[config.mk]
export PLATFORM = sky130hd
export DESIGN_NAME = nand_width_adapter
export DESIGN_NICKNAME = d
export VERILOG_FILES = /design/src/rtl/nwa_pkg.sv /design/src/rtl/nwa_plan.sv /design/src/rtl/nwa_serializer.sv /design/src/rtl/nwa_assembler.sv /design/src/rtl/nand_width_adapter.sv
export SDC_FILE = /design/constraint.sdc
export NUM_CORES = 1
export LEC_CHECK = 0
export ABC_CLOCK_PERIOD_IN_PS = 2500
export BUFFER_PORTS_ARGS = -buffer_cell sky130_fd_sc_hd__buf_2
export CAP_MARGIN = 40
export CORE_ASPECT_RATIO = 1.25
export CORE_MARGIN = 2
export CORE_UTILIZATION = 50
export CTS_BUF_LIST = sky130_fd_sc_hd__clkbuf_8
export DETAILED_ROUTE_END_ITERATION = 10
export PLACE_DENSITY = 0.84
export SETUP_SLACK_MARGIN = 0.02
export SLEW_MARGIN = 10
export SYNTH_ARGS = -nofsm -noshare
export SYNTH_HDL_FRONTEND = slang
export SYNTH_SLANG_ARGS = --single-unit
[constraint.sdc]
create_clock -name clk -period 2.5 [get_ports clk]
set_input_delay 0.125 -clock clk [delete_from_list [all_inputs] [get_ports clk]]
set_output_delay 0.125 -clock clk [all_outputs]
set_load 0.005 [all_outputs]
[src/rtl/nwa_pkg.sv]
package nwa_pkg;
  typedef enum logic [1:0] {
    WIN_DATA = 2'd0,
    WIN_CMD  = 2'd1,
    WIN_ADDR = 2'd2,
    WIN_NONE = 2'd3
  } win_e;

  typedef enum logic [1:0] {
    ST_IDLE = 2'd0,
    ST_BEAT = 2'd1,
    ST_RESP = 2'd2
  } st_e;

  localparam logic [1:0] DEV_TYPE_NAND = 2'd2;
endpackage

[src/rtl/nwa_plan.sv]
module nwa_plan #(
  parameter int HOST_BYTES = 4,
  parameter int CNT_W      = 3
) (
  input  logic             req_write,
  input  logic [1:0]       req_window,
  input  logic [1:0]       req_size,
  input  logic [1:0]       cfg_dev_type,
  input  logic [1:0]       cfg_dev_size,
  output logic             active,
  output logic             cle,
  output logic             ale,
  output logic             wide,
  output logic [CNT_W-1:0] nbeats
);
  import nwa_pkg::*;

  logic [1:0]       size_sel;
  logic             win_ok;
  logic [CNT_W-1:0] nbytes;

  always_comb begin
    // width select: only the low bit of the size code counts
    size_sel = cfg_dev_size & 2'b01;
    wide     = |size_sel;

    case (req_window)
      WIN_DATA: begin win_ok = 1'b1;      cle = 1'b0; ale = 1'b0; end
      WIN_CMD:  begin win_ok = req_write; cle = 1'b1; ale = 1'b0; end
      WIN_ADDR: begin win_ok = req_write; cle = 1'b0; ale = 1'b1; end
      default:  begin win_ok = 1'b0;      cle = 1'b0; ale = 1'b0; end
    endcase

    active = (cfg_dev_type == DEV_TYPE_NAND) && win_ok;

    if (req_size >= 2'd2) nbytes = CNT_W'(HOST_BYTES);
    else                  nbytes = CNT_W'(1) << req_size;

    if (wide) nbeats = (nbytes > CNT_W'(1)) ? (nbytes >> 1) : CNT_W'(1);
    else      nbeats = nbytes;
  end
endmodule

[src/rtl/nwa_serializer.sv]
module nwa_serializer #(
  parameter int HOST_W = 32,
  parameter int DEV_W  = 16,
  parameter int CNT_W  = 3,
  parameter int SH_W   = 6
) (
  input  logic              clk,
  input  logic              rst_n,
  input  logic              load,
  input  logic [HOST_W-1:0] wdata_in,
  input  logic [CNT_W-1:0]  nbeats_in,
  input  logic              wide_in,
  input  logic              advance,
  output logic [DEV_W-1:0]  beat_data,
  output logic [CNT_W-1:0]  idx,
  output logic              wide,
  output logic              last
);
  localparam int NARROW_W = DEV_W / 2;

  logic [HOST_W-1:0] wdata_q;
  logic [CNT_W-1:0]  idx_q;
  logic [CNT_W-1:0]  nbeats_q;
  logic              wide_q;
  logic [SH_W-1:0]   shamt;
  logic [HOST_W-1:0] shifted;

  always_ff @(posedge clk) begin
    if (!rst_n) begin
      wdata_q  <= '0;
      idx_q    <= '0;
      nbeats_q <= CNT_W'(1);
      wide_q   <= 1'b0;
    end else if (load) begin
      wdata_q  <= wdata_in;
      idx_q    <= '0;
      nbeats_q <= nbeats_in;
      wide_q   <= wide_in;
    end else if (advance && !last) begin
      idx_q <= idx_q + CNT_W'(1);
    end
  end

  always_comb begin
    shamt   = wide_q ? SH_W'(idx_q) * SH_W'(DEV_W) : SH_W'(idx_q) * SH_W'(NARROW_W);
    shifted = wdata_q >> shamt;
    beat_data = wide_q ? shifted[DEV_W-1:0]
                       : {{(DEV_W-NARROW_W){1'b0}}, shifted[NARROW_W-1:0]};
    last = (idx_q == nbeats_q - CNT_W'(1));
  end

  assign idx  = idx_q;
  assign wide = wide_q;
endmodule

[src/rtl/nwa_assembler.sv]
module nwa_assembler #(
  parameter int HOST_W = 32,
  parameter int DEV_W  = 16,
  parameter int CNT_W  = 3
) (
  input  logic              clk,
  input  logic              rst_n,
  input  logic              clear,
  input  logic              capture,
  input  logic              wide,
  input  logic [CNT_W-1:0]  idx,
  input  logic [DEV_W-1:0]  beat_rdata,
  output logic [HOST_W-1:0] acc
);
  localparam int LANES = HOST_W / 8;
  localparam int LPW   = DEV_W / 8;       // byte lanes per wide beat
  localparam int LPN   = (DEV_W / 2) / 8; // byte lanes per narrow beat

  for (genvar k = 0; k < LANES; k++) begin : g_lane
    logic [7:0] lane_q;
    logic       hit;
    logic [7:0] byte_in;

    always_comb begin
      hit = capture && (wide ? (idx == CNT_W'(k / LPW)) : (idx == CNT_W'(k / LPN)));
      byte_in = wide ? beat_rdata[(k % LPW)*8 +: 8] : beat_rdata[(k % LPN)*8 +: 8];
    end

    always_ff @(posedge clk) begin
      if (!rst_n || clear) lane_q <= '0;
      else if (hit)        lane_q <= byte_in;
    end

    assign acc[k*8 +: 8] = lane_q;
  end
endmodule

[src/rtl/nand_width_adapter.sv]
module nand_width_adapter #(
  parameter int HOST_W = 32,
  parameter int DEV_W  = 16
) (
  input  logic              clk,
  input  logic              rst_n,
  input  logic [1:0]        cfg_dev_type,
  input  logic [1:0]        cfg_dev_size,
  input  logic              req_valid,
  output logic              req_ready,
  input  logic              req_write,
  input  logic [1:0]        req_window,
  input  logic [1:0]        req_size,
  input  logic [HOST_W-1:0] req_wdata,
  output logic              rsp_valid,
  input  logic              rsp_ready,
  output logic [HOST_W-1:0] rsp_rdata,
  output logic              dev_ce,
  output logic              dev_cle,
  output logic              dev_ale,
  output logic              dev_we,
  output logic              beat_valid,
  input  logic              beat_ready,
  output logic [DEV_W-1:0]  beat_wdata,
  input  logic [DEV_W-1:0]  beat_rdata
);
  import nwa_pkg::*;

  localparam int HOST_BYTES = HOST_W / 8;
  localparam int CNT_W      = $clog2(HOST_BYTES + 1);
  localparam int SH_W       = $clog2(HOST_W) + 1;

  st_e              state_q;
  logic             cle_q, ale_q, we_q;
  logic             accept, beat_fire;
  logic             p_active, p_cle, p_ale, p_wide;
  logic [CNT_W-1:0] p_nbeats;
  logic [CNT_W-1:0] s_idx;
  logic             s_wide, s_last;

  nwa_plan #(.HOST_BYTES(HOST_BYTES), .CNT_W(CNT_W)) u_plan (
    .req_write(req_write), .req_window(req_window), .req_size(req_size),
    .cfg_dev_type(cfg_dev_type), .cfg_dev_size(cfg_dev_size),
    .active(p_active), .cle(p_cle), .ale(p_ale), .wide(p_wide), .nbeats(p_nbeats)
  );

  assign req_ready  = (state_q == ST_IDLE);
  assign accept     = req_valid && req_ready;
  assign beat_valid = (state_q == ST_BEAT);
  assign beat_fire  = beat_valid && beat_ready;
  assign rsp_valid  = (state_q == ST_RESP);

  always_ff @(posedge clk) begin
    if (!rst_n) begin
      state_q <= ST_IDLE;
      cle_q   <= 1'b0;
      ale_q   <= 1'b0;
      we_q    <= 1'b0;
    end else begin
      case (state_q)
        ST_IDLE: if (accept) begin
          state_q <= p_active ? ST_BEAT : ST_RESP;
          cle_q   <= p_cle;
          ale_q   <= p_ale;
          we_q    <= req_write;
        end
        ST_BEAT: if (beat_fire && s_last) state_q <= ST_RESP;
        ST_RESP: if (rsp_ready) state_q <= ST_IDLE;
        default: state_q <= ST_IDLE;
      endcase
    end
  end

  nwa_serializer #(.HOST_W(HOST_W), .DEV_W(DEV_W), .CNT_W(CNT_W), .SH_W(SH_W)) u_ser (
    .clk(clk), .rst_n(rst_n), .load(accept), .wdata_in(req_wdata),
    .nbeats_in(p_nbeats), .wide_in(p_wide), .advance(beat_fire),
    .beat_data(beat_wdata), .idx(s_idx), .wide(s_wide), .last(s_last)
  );

  nwa_assembler #(.HOST_W(HOST_W), .DEV_W(DEV_W), .CNT_W(CNT_W)) u_asm (
    .clk(clk), .rst_n(rst_n), .clear(accept), .capture(beat_fire && !we_q),
    .wide(s_wide), .idx(s_idx), .beat_rdata(beat_rdata), .acc(rsp_rdata)
  );

  assign dev_ce  = beat_valid;
  assign dev_cle = beat_valid && cle_q;
  assign dev_ale = beat_valid && ale_q;
  assign dev_we  = beat_valid && we_q;
endmodule

==> results.yml, run 1 <==
outcome:
  outcome: "finished clean"
power_and_ir_drop:
  p_sw_uw: 670
  swShare: 0.261
  pwr-share-comb: 0.122
  power_frac_clock: 0.377
  p_seq_frac: 0.501
  p_leak_uw: 0.00197
  power-per-cell-area_mw_per_mm2: 539
  ir_drop_uv: 375
  p_int_uw: 1890
clock_tree:
  cts_made_buffers: 9
  cts_tree: "built"
  clockBufferDepth: 2
  clk_pin_slew_ns: 0.08
  clk_latency_ns: 0.34
  clkSinkCount: 76
  cts_root_buf: "clkbuf_8"
  htreeDepth: 3
worst_setup_path:
  worstSetupPathType: "reg2out"
  cp.arrival_ns: 2.18
  worst_setup_path_end_kind: "primary output"
  worstPathRequired_ns: 2.38
  critPathLaunchType: "register"
  worstPathMaxFanout: 5
timing:
  setup_viol: 0
  fin_crit_ns: 2.30
  hold_viol_final: 0
  worst_pin_slew_ns: 0.695
  worst_slack_ns: 0.196
  fin_skew_ns: 0.0175
  rsz0062_at_grt: "false"
  fin_tns_setup_ns: 0
  max_freq_mhz: 434
  slew_headroom: 0.524
  post-route-period-util: 0.922
  drv_slew: 0
  hold_ws_ns: 0.0148
floorplan:
  io_pins: 117
  rows: 35
  dieArea_mm2: 0.00847
  core_area_mm2: 0.00744
  start_util: 0.520
  fp.dieH_um: 102
  die_w_um: 82.7
placement:
  io_buffers: 115
  placed_cells: 614
  gp_congestion: 0.754
  dp_slack_ns: 0.534
  dpl.hpwl_um: 6690
route:
  drt_iter0_markers: 115
  vias: 3605
  post-route-drc-count: 0
  ant_nets: 0
  viasPerCell: 5.67
  routed_wl_um: 9540
  drt_first_pass_iters: 5
  wl_per_cell_um: 15.0
hold_path:
  hold_path_class: "in2reg"
synthesis:
  netlist_instances: 432
  asyncSetResetFlopFracSynth: 0
  synth_ff_type: "dfxtp_1"
  yosysUniqueCellTypes: 42
  mappedNetlistNets: 504
  ys_ff_latch: 76
  seq_area_frac_synth: 0.393
  syn_avg_cell_area_um2: 8.96
  ys_warn_count: 0
  synth_area_mm2: 0.00387
  synth_edf_count: 0
global_route:
  grt_max_degree: 49
  antenna_found_initial: 0
  gr-usage-all-layers: 0.226
  globalRouteOverflowTotal: 0
  grt_use_met1: 0.274
  grt_pass1_vias: 3322
  grt_busiest_layer: "met2"
  met2_usage: 0.396
  use_met3: 0.0451
  grt_pass1_wl_um: 15000
layout:
  utilization: 0.639
  syn2layout_area_growth_pct: 23.0
  final_nets: 611
  diodes: 0
  drive_gt1_frac: 0.292
  final_cells: 636
run:
  drv_cap: 0
## power by group through the flow
stage	Combinational (µW)	Clock, µW	Sequential, µW
floorplan	198	0	1300
global placement	296	0	1310
detailed placement	305	0	1310
CTS	310	992	1280
global route	348	1050	1290
finish	313	966	1280
## critical path, stage by stage (launching register included)
cell and delay (ns):
dfxtp_1 0.37, nor2b_1 0.41, buf_4 0.27, mux4_2 0.51, nor2b_1 0.15, buf_2 0.14
## path summary, 6_finish.rpt
check | startpoint | end | slack (ns) | cells after the start
setup / recovery | u_ser.wide | beat_wdata[4] | 0.20 | 5
hold / removal | req_wdata[17] | u_ser.wdata_q[17] | 0.01 | 3
setup reg to reg | u_ser.idx[0] | u_asm.g_lane[1].lane_q[3] | 0.51 | 6
hold reg to reg | ale_q | ale_q | 0.45 | 2
## cells in the final DEF, fill, tap and decap left out, types with 3 or more instances in the layout
cell type,netlist,final
buf_2,9,116
nand2_1,78,78
dfxtp_1,76,76
a21boi_1,37,37
a21oi_1,17,17
a211oi_1,17,17
nand4_1,16,16
o31ai_1,16,16
inv_1,15,15
nor2b_1,13,13
mux2i_1,13,13
buf_4,3,11
nor2_1,10,10
nor4_1,10,10
ha_1,10,10
clkbuf_8,0,10
a31oi_1,9,9
mux4_2,8,8
mux2_1,8,8
nor3_1,8,8
dlygate4sd3_1,0,6
nand3_1,5,5
and2_1,3,3
nand3b_1,3,3
nor3b_1,4,3
clkinvlp_4,0,3
## cell families after synthesis
family | after synthesis | synth area share
buffers and inverters | 53 | 0.0611
adder cells (fa/ha/maj) | 10 | 0.0323
AND/OR/NAND/NOR | 156 | 0.200
multiplexers | 32 | 0.115
AO/OA/AOI/OAI | 102 | 0.187
flip-flops | 76 | 0.393
XOR/XNOR | 3 | 0.0107
## Yosys cell counts (9+ instances only)
master / count / area, µm²
nand2_1: 78 / 293
clkbuf_1: 19 / 71.3
buf_2: 9 / 45.0
inv_1: 15 / 56.3
a211oi_1: 17 / 128
nand4_1: 16 / 100
a21boi_1: 37 / 278
nor2b_1: 13 / 81.3
dfxtp_1: 76 / 1520
nor2_1: 10 / 37.5
ha_1: 10 / 125
a31oi_1: 9 / 56.3
o31ai_1: 16 / 120
a21oi_1: 17 / 85.1
mux2i_1: 13 / 130
nor4_1: 10 / 62.6
## through the flow
step	instance area, µm²	power [µW]
floorplan	3870	1500
global placement	4490	1610
detailed placement	4490	1620
CTS	4740	2590
global route	4760	2690
finish	4760	2560
## final cells by class
| class | instances | area (µm²) |
|---|---|---|
| clock buffers | 10 | 138 |
| clock inverters | 6 | 70.1 |
| inverters | 16 | 60.1 |
| flip-flops and latches | 76 | 1520 |
| repair buffers | 133 | 723 |
| multi-input cells | 303 | 2130 |
| well taps | 92 | 115 |
| fillers | 649 | 2680 |
## state kept, by name (all words and copies together), names as in the netlist
signal               count
state_q                  2
u_ser.idx                3
cle_q                    1
ale_q                    1
we_q                     1
u_ser.wide               1
u_ser.wdata_q           32
u_ser.nbeats_q           3
u_asm.g_lane.lane_q     32
## per-layer routing
layer  vias up  wire (µm)
li1       1761          -
met1      1676       3770
met2       158       5010
met3        10        701
met4         0         56
met5         -          0
## repair_timing
action / in CTS / in global routing
hold buffers: 4 / 2
resized for setup: 0 / 0
hold endpoints to repair: 4 / 2
setup buffers: 0 / 0
(Power assumes the default switching activity.)
==> inputs of run 2 (changes only) <==
--- a/config.mk
+++ b/config.mk
@@ -5,12 +5,12 @@
 export SDC_FILE = /design/constraint.sdc
 export NUM_CORES = 1
 export LEC_CHECK = 0
-export ABC_CLOCK_PERIOD_IN_PS = 2500
+export ABC_CLOCK_PERIOD_IN_PS = 2100
 export BUFFER_PORTS_ARGS = -buffer_cell sky130_fd_sc_hd__buf_2
 export CAP_MARGIN = 40
 export CORE_ASPECT_RATIO = 1.25
 export CORE_MARGIN = 2
-export CORE_UTILIZATION = 50
+export CORE_UTILIZATION = 48
 export CTS_BUF_LIST = sky130_fd_sc_hd__clkbuf_8
 export DETAILED_ROUTE_END_ITERATION = 10
 export PLACE_DENSITY = 0.84
==> constraint.sdc (replaced) <==
create_clock -name clk -period 2.1 [get_ports clk]
set_input_delay 0.105 -clock clk [delete_from_list [all_inputs] [get_ports clk]]
set_output_delay 0.105 -clock clk [all_outputs]
set_load 0.005 [all_outputs]
==> run 2 against run 1 <==
Cell count increased by 6.0%. Critical path depth unchanged. Register-to-register slack got worse by 0.23 ns. Largest cell class unchanged.
==> results.yml, run 2 (synthesis results as in run 1) <==
timing:
  max_freq_mhz: 496
  setup_viol: 0
  drv_slew: 0
  post-route-period-util: 0.960
  worst_pin_slew_ns: 0.644
  fin_skew_ns: 0.00870
  fin_crit_ns: 2.02
  fin_tns_setup_ns: 0
  slew_headroom: 0.566
  rsz0062_at_grt: "true"
  hold_viol_final: 0
worst_setup_path:
  crit_start: "u_ser.idx[0]"
  worstPathMaxFanout: 8
  worstSetupPathType: "reg2out"
  reg2reg_setup_slack_ns: 0.28
  critPathLaunchType: "register"
  r2r_start: "u_ser.idx[1]"
  worst_setup_path_end_kind: "primary output"
  cp.arrival_ns: 1.91
  worstPathRequired_ns: 2.00
layout:
  drive_gt1_frac: 0.295
  final_area_mm2: 0.00513
  final_cell_mix: "buf_2, nand2_1, dfxtp_1"
  syn2layout_area_growth_pct: 32.6
  final_common_cell: "buf_2"
  diodes: 0
  top_regs: "u_asm.g_lane.lane_q x32, u_ser.wdata_q x32"
  utilization: 0.659
  final_cells: 674
  final_nets: 646
floorplan:
  rows: 36
  die_w_um: 84.3
  start_util: 0.497
  core_area_mm2: 0.00779
  io_pins: 117
  dieArea_mm2: 0.00880
  fp.dieH_um: 104
hold_path:
  worstHoldStart: "req_wdata[25]"
  hold_path_class: "in2reg"
global_route:
  grt_pass1_vias: 3669
  gr-usage-all-layers: 0.243
  grt_pass1_wl_um: 17400
  antenna_found_initial: 0
  globalRouteOverflowTotal: 0
  grt_max_degree: 39
route:
  drt_iter0_markers: 162
  vias: 3820
  drt_first_pass_iters: 5
  wl_per_cell_um: 16.2
  routed_wl_um: 10900
  post-route-drc-count: 0
  ant_nets: 0
  viasPerCell: 5.67
power_and_ir_drop:
  p_seq_frac: 0.477
  p_leak_uw: 0.00214
  power-per-cell-area_mw_per_mm2: 626
  finalPower_uw: 3210
  p_int_uw: 2370
  ir_drop_uv: 644
  pwr-share-comb: 0.133
  p_sw_uw: 836
  power_frac_clock: 0.390
  swShare: 0.260
placement:
  place_area_mm2: 0.00453
  placed_cells: 622
  dpl.hpwl_um: 6940
  gp_congestion: 0.868
  io_buffers: 115
clock_tree:
  htreeDepth: 3
  clk_pin_slew_ns: 0.09
  clockBufferDepth: 2
  clkSinkCount: 76
  clk_latency_ns: 0.36
  cts_tree: "built"
  cts_made_buffers: 9
  cts_root_buf: "clkbuf_8"
outcome:
  outcome: "finished clean"
run:
  drv_cap: 0
-- run 2: cell count changes in the layout (fill, tap and decap cells not counted), sizes merged --
cell,previous run,this run
buf,127,135
bufinv,1,2
clkbuf,10,9
clkinv,0,3
clkinvlp,3,1
dlygate4sd3,6,33
inv,18,17
-- run 2: area by class of cell --
cell class	instances	area (µm²)
fillers	626	2660
multi-input cells	303	2140
flip-flops and latches	76	1530
repair buffers	168	1060
clock buffers	9	124
well taps	95	119
clock inverters	7	98.8
inverters	16	60.1
-- run 2: path summary, 6_finish.rpt --
| kind | end | cells past startpoint |
|---|---|---|
| setup reg to reg | u_asm.g_lane[1].lane_q[0] | 5 |
| hold reg to reg | u_ser.wdata_q[6] | 2 |
| setup / recovery | beat_wdata[2] | 5 |
| hold / removal | u_ser.wdata_q[25] | 3 |
-- run 2: critical path, cell delays in order, from the launching register on --
cell and delay (ns):
dfxtp_4 0.38, nor2b_1 0.16, buf_6 0.18, mux4_2 0.51
nor2b_1 0.15, buf_2 0.17
-- run 2: power groups by stage --
stage,clock network (µW),logic (µW),registers [µW]
after floorplan,0,236,1550
after global placement,0,356,1560
after detailed placement,0,365,1570
after CTS,1260,413,1530
after global routing,1330,466,1540
final,1250,427,1530
-- run 2: what timing repair did --
item	4_1_cts	5_1_grt
endpoints found under the hold margin	33	0
hold buffers	33	0
pin swaps	0	0
resized for setup	5	2
endpoints found under the setup margin	8	7
setup buffers	0	3
-- run 2: metal layers --
| metal | wire length (µm) | vias to the layer above | track usage |
|---|---|---|---|
| met5 | 0 | - | 0 |
| met3 | 829 | 34 | 0.0587 |
| met4 | 334 | 0 | 0.106 |
| met1 | 4210 | 1772 | 0.284 |
| met2 | 5570 | 186 | 0.420 |
| li1 | - | 1828 | - |
-- run 2: per-stage QoR --
step	worst slack (ns)	hold WS, ns
after global placement	0.291	0.344
final	0.0831	0.00852
after CTS	0.0533	0.00238
after floorplan	0.0511	0.240
after global routing	0.0128	0.00755
after detailed placement	0.196	0.353
